<file path="src/rtl/ibb_pkg.sv">
package ibb_pkg;
  localparam int OFF_W = 4;
  localparam int IDX_W = 3;

  localparam logic [OFF_W-1:0] OFF_WORD = 4'd0;
  localparam logic [OFF_W-1:0] OFF_HOLD = 4'd8;
  localparam logic [OFF_W-1:0] OFF_CTRL = 4'd14;

  localparam logic [IDX_W-1:0] IDX_WORD = 3'd0;
  localparam logic [IDX_W-1:0] IDX_ALT  = 3'd6;

  typedef enum logic [2:0] {
    KIND_WORD,
    KIND_PASS,
    KIND_HOLD,
    KIND_CTRL,
    KIND_DEAD
  } offKind_e;

  typedef enum logic [1:0] {
    RSRC_DEV,
    RSRC_HOLD,
    RSRC_ONES
  } rdSrc_e;

  typedef enum logic [1:0] {
    BLK_NONE,
    BLK_CMD,
    BLK_CTL
  } ataBlk_e;

  typedef struct packed {
    logic             devRd;
    logic             devWr;
    ataBlk_e          blk;
    logic [IDX_W-1:0] regIdx;
    logic             wordXfer;
    logic             holdLoad;
    logic             rdCapture;
    rdSrc_e           rdSrc;
  } ctlStrobe_t;

  function automatic offKind_e classifyOffset(input logic [OFF_W-1:0] off);
    offKind_e kind;
    if (off == OFF_WORD)                           kind = KIND_WORD;
    else if (off == OFF_HOLD)                      kind = KIND_HOLD;
    else if (off == OFF_CTRL)                      kind = KIND_CTRL;
    else if (off[OFF_W-1] == 1'b0)                 kind = KIND_PASS;
    else                                           kind = KIND_DEAD;
    return kind;
  endfunction
endpackage

</file>
<file path="src/rtl/ibb_ctrl.sv">
module ibb_ctrl
  import ibb_pkg::*;
#(
  parameter int                ADDR_W = 16,
  parameter logic [ADDR_W-1:0] BASE   = 16'h0300
) (
  input  logic [ADDR_W-1:0] hostAddr,
  input  logic              hostRd,
  input  logic              hostWr,
  output ctlStrobe_t        strobe
);
  localparam int TAG_W = ADDR_W - OFF_W;

  logic             inWindow;
  logic             wrGo;
  logic             rdGo;
  logic [OFF_W-1:0] offset;
  offKind_e         kind;

  generate
    if (TAG_W > 0) begin : g_tag
      assign inWindow = (hostAddr[ADDR_W-1:OFF_W] == BASE[ADDR_W-1:OFF_W]);
    end else begin : g_notag
      assign inWindow = 1'b1;
    end
  endgenerate

  assign offset = hostAddr[OFF_W-1:0];
  assign kind   = classifyOffset(offset);
  assign wrGo   = inWindow && hostWr;
  assign rdGo   = inWindow && hostRd && !hostWr;

  always_comb begin
    strobe           = '0;
    strobe.blk       = BLK_NONE;
    strobe.rdSrc     = RSRC_ONES;
    strobe.rdCapture = rdGo;
    unique case (kind)
      KIND_WORD: begin
        strobe.devRd    = rdGo;
        strobe.devWr    = wrGo;
        strobe.blk      = (rdGo || wrGo) ? BLK_CMD : BLK_NONE;
        strobe.regIdx   = IDX_WORD;
        strobe.wordXfer = 1'b1;
        strobe.rdSrc    = RSRC_DEV;
      end
      KIND_PASS: begin
        strobe.devRd  = rdGo;
        strobe.devWr  = wrGo;
        strobe.blk    = (rdGo || wrGo) ? BLK_CMD : BLK_NONE;
        strobe.regIdx = offset[IDX_W-1:0];
        strobe.rdSrc  = RSRC_DEV;
      end
      KIND_CTRL: begin
        strobe.devRd  = rdGo;
        strobe.devWr  = wrGo;
        strobe.blk    = (rdGo || wrGo) ? BLK_CTL : BLK_NONE;
        strobe.regIdx = IDX_ALT;
        strobe.rdSrc  = RSRC_DEV;
      end
      KIND_HOLD: begin
        strobe.holdLoad = wrGo;
        strobe.rdSrc    = RSRC_HOLD;
      end
      default: begin
        strobe.rdSrc = RSRC_ONES;
      end
    endcase
  end
endmodule

</file>
<file path="src/rtl/ibb_dp.sv">
module ibb_dp
  import ibb_pkg::*;
#(
  parameter int HOST_W = 8
) (
  input  logic                clk,
  input  logic                rstN,
  input  ctlStrobe_t          strobe,
  input  logic [HOST_W-1:0]   hostWrData,
  input  logic [2*HOST_W-1:0] ataRdData,
  output logic [2*HOST_W-1:0] ataWrData,
  output logic [HOST_W-1:0]   hostRdData,
  output logic                hostRdOe
);
  localparam int ATA_W = 2 * HOST_W;

  logic [HOST_W-1:0] holdByte;
  logic [HOST_W-1:0] rdNext;
  logic              wordRead;

  assign wordRead  = strobe.devRd && strobe.wordXfer;
  assign ataWrData = strobe.wordXfer ? {holdByte, hostWrData}
                                     : {{HOST_W{1'b0}}, hostWrData};

  always_comb begin
    unique case (strobe.rdSrc)
      RSRC_DEV:  rdNext = ataRdData[HOST_W-1:0];
      RSRC_HOLD: rdNext = holdByte;
      default:   rdNext = '1;
    endcase
  end

  always_ff @(posedge clk) begin
    if (!rstN) begin
      holdByte <= '0;
    end else if (strobe.holdLoad) begin
      holdByte <= hostWrData;
    end else if (wordRead) begin
      holdByte <= ataRdData[ATA_W-1:HOST_W];
    end
  end

  always_ff @(posedge clk) begin
    if (!rstN) begin
      hostRdData <= '0;
      hostRdOe   <= 1'b0;
    end else begin
      hostRdOe <= strobe.rdCapture;
      if (strobe.rdCapture) begin
        hostRdData <= rdNext;
      end
    end
  end
endmodule

</file>
<file path="src/rtl/ide_byte_bridge.sv">
module ide_byte_bridge
  import ibb_pkg::*;
#(
  parameter int                ADDR_W = 16,
  parameter int                HOST_W = 8,
  parameter logic [ADDR_W-1:0] BASE   = 16'h0300
) (
  input  logic                clk,
  input  logic                rstN,
  input  logic [ADDR_W-1:0]   hostAddr,
  input  logic [HOST_W-1:0]   hostWrData,
  input  logic                hostRd,
  input  logic                hostWr,
  output logic [HOST_W-1:0]   hostRdData,
  output logic                hostRdOe,
  output logic                ataCmdSel,
  output logic                ataCtlSel,
  output logic [2:0]          ataRegAddr,
  output logic                ataRd,
  output logic                ataWr,
  output logic [2*HOST_W-1:0] ataWrData,
  input  logic [2*HOST_W-1:0] ataRdData
);
  ctlStrobe_t strobe;

  ibb_ctrl #(
    .ADDR_W(ADDR_W),
    .BASE  (BASE)
  ) u_ctrl (
    .hostAddr(hostAddr),
    .hostRd  (hostRd),
    .hostWr  (hostWr),
    .strobe  (strobe)
  );

  ibb_dp #(
    .HOST_W(HOST_W)
  ) u_dp (
    .clk       (clk),
    .rstN      (rstN),
    .strobe    (strobe),
    .hostWrData(hostWrData),
    .ataRdData (ataRdData),
    .ataWrData (ataWrData),
    .hostRdData(hostRdData),
    .hostRdOe  (hostRdOe)
  );

  assign ataCmdSel  = (strobe.blk == BLK_CMD);
  assign ataCtlSel  = (strobe.blk == BLK_CTL);
  assign ataRegAddr = strobe.regIdx;
  assign ataRd      = strobe.devRd;
  assign ataWr      = strobe.devWr;
endmodule

</file>
<file path="config.mk">
export PLATFORM = sky130hd
export DESIGN_NAME = ide_byte_bridge
export DESIGN_NICKNAME = d
export VERILOG_FILES = /design/src/rtl/ibb_pkg.sv /design/src/rtl/ibb_ctrl.sv /design/src/rtl/ibb_dp.sv /design/src/rtl/ide_byte_bridge.sv
export SDC_FILE = /design/constraint.sdc
export NUM_CORES = 1
export LEC_CHECK = 0
export ABC_AREA = 1
export ABC_CLOCK_PERIOD_IN_PS = 1300
export CORE_UTILIZATION = 33
export DETAILED_ROUTE_END_ITERATION = 8
export HOLD_SLACK_MARGIN = 0.03
export PLACE_DENSITY = 0.72
export REMOVE_ABC_BUFFERS = 1
export SLEW_MARGIN = 40
export SYNTH_ARGS = -nofsm -noshare
export SYNTH_HDL_FRONTEND = slang
export SYNTH_SLANG_ARGS = --single-unit
</file>
<file path="constraint.sdc">
create_clock -name clk -period 1.3 [get_ports clk]
set_clock_uncertainty 0.2 [all_clocks]
set_input_delay 0.13 -clock clk [delete_from_list [all_inputs] [get_ports clk]]
set_output_delay 0.13 -clock clk [all_outputs]
set_load 0.01 [all_outputs]
</file>
# Word level (Yosys, flattened, before mapping)
# Cells that the tools add are included.
[totals] wordCells=37 output_inout_bits=32 reg_bits=17 input_bits=44
[op_classes] reduce_logical=11 n_mux=14 n_eq_ne=9
[ops] cell="$pmux 7 s3" n=1
[ops] cell="$mux 16" n=1
[ops] cell="$mux 8" n=2
[ops] cell="$pmux 8 s2" n=1
[ops] cell="$eq 12x6->1 const B" n=1
[ops] cell="$mux 3" n=4
[ops] cell="$eq 4x4->1 const B" n=2
[ops] cell="$eq 3x2->1 const B" n=2
[ops] cell="$eq 2x1->1 const B" n=2
[ops] cell="$logic_and 1x1->1" n=4
[ops] cell="$logic_not 4->1" n=1
[ops] cell="$pmux 2 s2" n=1
[ops] cell="$eq 3x1->1 const B" n=1
[ops] cell="$logic_not 3->1" n=1
[ops] cell="$mux 1" n=3
[ops] cell="$reduce_or 3->1" n=1
[ops] cell="$eq 2x2->1 const B" n=1
[ops] cell="$logic_not 2->1" n=1
[ops] cell="$mux 2" n=1
[ops] cell="$reduce_bool 2->1" n=1
[ops] cell="$logic_not 1->1" n=1
[ops] cell="$logic_or 1x1->1" n=1

# Depth between registers and ports, before layout
[logic_depth] word_depth=9 depth_mapped=10 mapped_depth_nobuf=9

# By module
# From an unflattened synthesis, not the netlist that was laid out.
[hier_totals] cells_unflattened=206 hier_area_um2=1197.4
[modules_own_cells] mod="ibb_dp" cells_per_inst=166 instances=1 area_per_inst_um2=1018.5
[modules_own_cells] mod="ibb_ctrl" cells_per_inst=36 instances=1 area_per_inst_um2=163.9
[modules_own_cells] mod="ide_byte_bridge" cells_per_inst=4 instances=1 area_per_inst_um2=15.0

# Worst setup path after synthesis
# No wires, ideal clock.
[synth_path] kind="input -> register" startpoint="in hostAddr[4]" endpoint="reg u_dp.holdByte[6]" cell_stages=8 t_arrival_ns=1.073 setup_ns=0.114 path_slack_ns=-0.087 path_buffers=1 path_cell_list="or2_0 -> nor2_1 -> nand4_4 -> buf_6 -> nand2_1 -> nand2_1 -> a21oi_1 -> nor2_1"
[synth_via] elab_chain_cells=6 word_cells_on_any_way=9 cone_classes="1 x eq/ne; 3 x mux; 5 x reduce/logical"
[synth_lines] element="start: declaration" line_no="ide_byte_bridge.sv:10" text="input logic [ADDR_W-1:0] hostAddr,"
[synth_lines] element="$eq 12x6->1 *" line_no="ibb_ctrl.sv:22" text="assign inWindow = (hostAddr[ADDR_W-1:OFF_W] == BASE[ADDR_W-1:OFF_W]);"
[synth_lines] element="$logic_and 1x1->1 (2 in a row)" line_no="ibb_ctrl.sv:31" text="assign rdGo = inWindow && hostRd && !hostWr;"
[synth_lines] element="$pmux 7 s3" line_no="ibb_ctrl.sv:38" text="unique case (kind)"
[synth_lines] element="$logic_and 1x1->1" line_no="ibb_dp.sv:21" text="assign wordRead = strobe.devRd && strobe.wordXfer;"
[synth_lines] element="$reduce_bool 2->1 (no source line)"
[synth_lines] element="end signal: assignment" line_no="ibb_dp.sv:37" text="holdByte <= hostWrData;"
[synth_lines] element="end signal: assignment" line_no="ibb_dp.sv:39" text="holdByte <= ataRdData[ATA_W-1:HOST_W];"
[synth_lines] element="end: declaration" line_no="ibb_dp.sv:17" text="logic [HOST_W-1:0] holdByte;"
# Mark *: on every way between the ends. The rest lies on a longest branch, timed or not.
# A chain may end at the register's enable or synchronous reset.

# Worst setup path after layout
[layout_path] startpoint="in hostAddr[15]" endpoint="reg u_dp.holdByte[6]"
# Same word-level chain as after synthesis.

==> impl_metrics.json <==
{
  "root_buffer": "clkbuf_8",
  "end_kind": "flip-flop",
  "syn_to_final_growth_pct": 113.7,
  "utilization_pct": 76.44,
  "p_leak_uw": 0.001295,
  "rsz0062_at_grt": "true",
  "io_pins": 76,
  "rows": 21,
  "avgSynthCellArea_um2": 6.379,
  "cp.required_ps": 1250,
  "status": "finished with violations",
  "grt_overflow": 0,
  "instances_no_fill": 355,
  "worstPathMaxFanout": 3,
  "dp_hpwl_um": 2745,
  "clk_pin_slew_ps": 70,
  "dieHeight_um": 63.08,
  "max-slew-margin-rel_pct": 82.45,
  "post-route-worst-setup-slack_ps": -82.30,
  "routed-via-count": 1713,
  "ys_seq_area_share_pct": 27.64,
  "timing.fmax_mhz": 723.4,
  "finalSetupViolCount": 12,
  "switching_power_uw": 372.5,
  "fin_crit_sh_pct": 106.3,
  "area.sequential_um2": 340.3,
  "ys_types": 23,
  "track_usage_pct": 22.98,
  "place.gp.congestion": 0.7326,
  "worstSetupStartpointType": "primary input",
  "pwr-share-seq_pct": 39.2,
  "cts_buffers": 3,
  "async_reset_ff_share_pct": 0,
  "synth_edf_count": 0,
  "violations": "negative setup slack",
  "via_per_inst": 4.825,
  "power_frac_clock_pct": 30.7,
  "clkLatencyLatePin_ps": 260,
  "multi_input_area_um2": 996.0,
  "synthFlopType": "dfxtp_1",
  "worstMarginPinSlew_ps": 263.2,
  "cts_tree": "built",
  "layout_common_cells": "buf_4 (37), nand2_1 (33), clkdlybuf4s50_1 (25)",
  "arrival_ps": 1330,
  "switching_share_pct": 28.06,
  "power_density_mw_per_mm2": 504.5,
  "drt-pass1-iter-count": 4,
  "final_common_cell": "buf_4",
  "grt_pass1_wl_um": 7417,
  "maxCapViolCount": 0,
  "clock-sinks": 17,
  "yosys_warnings": 0,
  "finalPower_uw": 1327,
  "finalHoldViolCount": 0,
  "start_util_pct": 35.77,
  "ir_worst_vdd_uv": 299.2,
  "grt_pass1_vias": 1723,
  "ant_nets": 0,
  "combPwrFrac_pct": 30.1,
  "synth-seq-cells": 17,
  "synth_cells": 193,
  "placed_cell_area_mm2": 0.002182,
  "place_inst": 334,
  "nNetsFinal": 353,
  "wl_per_cell_um": 13.46,
  "grt_max_degree": 17,
  "routed_wl_um": 4777,
  "drc_errors": 0,
  "hp-class": "primary input to flip-flop",
  "final_cell_area_mm2": 0.002631,
  "die_area_mm2": 0.003979,
  "drive_gt1_share_pct": 49.35,
  "drv_slew": 0,
  "portBuffers": 75,
  "fillCellCount": 245,
  "h-tree-depth": 1,
  "grt_antenna_before_repair": 1,
  "drt-initial-drc-count": 90,
  "clockBufferDepth": 2,
  "power.internal_uw": 955.0,
  "crit_type": "primary input to flip-flop",
  "synth_area_mm2": 0.001231,
  "core-area_mm2": 0.003442,
  "finalCriticalPeriod_ps": 1382,
  "die_w_um": 63.08
}
[cell type report]
cell class,count,area share [%]
timing repair buffer,125,42.04
clock inverter,1,0.1902
sequential,17,12.93
clock buffer,3,1.569
antenna,1,0.09510
inverter,20,3.138
multi-input combinational,142,37.85
tap,46,2.187
[synth_stat cells (2+ instances only)]
| library cell | count | area (µm²) |
|---|---|---|
| nand4_1 | 10 | 62.56 |
| inv_1 | 18 | 67.56 |
| buf_2 | 2 | 10.01 |
| nand3_1 | 18 | 90.09 |
| nand3_2 | 3 | 30.03 |
| o211ai_1 | 8 | 60.06 |
| dfxtp_1 | 17 | 340.3 |
| nand2_1 | 51 | 191.4 |
| clkbuf_8 | 2 | 27.53 |
| nor2_8 | 2 | 40.04 |
| inv_2 | 2 | 7.510 |
| buf_4 | 8 | 60.06 |
| nor2_1 | 35 | 131.4 |
| a21oi_1 | 8 | 40.04 |
[through the flow]
stage / setup TNS [ps] / hold slack, ps / setup WS [ps]
detailed placement: -22300 / 260.0 / -814.7
CTS: -240.5 / 268.1 / -88.58
global placement: -21810 / 255.8 / -776.1
global route: -1600 / 258.0 / -174.7
floorplan: -3598 / 56.19 / -230.4
finish: -487.5 / 244.0 / -82.30
[logic make-up (layout without fill, tap and decap cells)]
group | count (synthesis) | after routing | synth area share [%]
simple gates | 124 | 125 | 47.97
buf+inv | 35 | 149 | 15.85
compound gates | 17 | 17 | 8.537
flops | 17 | 17 | 27.64
other cells | 0 | 1 | 0
[worst max-delay path, stage by stage]
cell     delay, ps
buf_2          110
nor2_4         100
nand2_4         70
buf_6          120
nor2_4         140
nand4_4        160
buf_6          170
nand2_1         50
nand2_1         90
a21oi_2        120
nor2_1          60
[routing by layer]
metal | vias up | track usage (%) | part of all wire (%)
met3 | 8 | 3.261 | 5.3
met1 | 771 | 26.97 | 41
met2 | 75 | 42.07 | 52
met5 | - | 0 | 0
met4 | 0 | 7.558 | 1.8
li1 | 859 | - | -
[power by group through the flow]
stage | logic [µW] | clock network [µW] | registers [µW]
3_3_place_gp | 315 | 0 | 532
6_report | 400 | 407 | 520
2_1_floorplan | 59.0 | 0 | 532
4_1_cts | 350 | 403 | 521
3_5_place_dp | 315 | 0 | 532
5_1_grt | 425 | 440 | 520
[registers in the layout, summed over array words and instances, names as in the netlist]
register         count
u_dp.holdByte        8
u_dp.hostRdOe        1
u_dp.hostRdData      8
[path summary, 6_finish.rpt]
check | cells after the start | slack (ps) | to | startpoint
worst max register to register | 5 | 280 | u_dp.hostRdData[6]$_SDFFE_PN0N_ | u_dp.holdByte[6]$_SDFFE_PN0P_
worst min register to register | 2 | 260 | u_dp.hostRdData[1]$_SDFFE_PN0N_ | u_dp.hostRdData[1]$_SDFFE_PN0N_
worst min-delay path | 7 | 240 | u_dp.hostRdOe$_SDFF_PN0_ | hostAddr[12]
worst max-delay path | 11 | -80 | u_dp.holdByte[6]$_SDFFE_PN0P_ | hostAddr[15]
[what timing repair did]
action | 4_1_cts | 5_1_grt
gates cloned | 1 | 1
buffers inserted | 12 | 3
pin swaps | 39 | 27
endpoints found under the setup margin | 49 | 31
hold buffers | 0 | 0
resized for setup | 201 | 39
(Power assumes the default switching activity.)
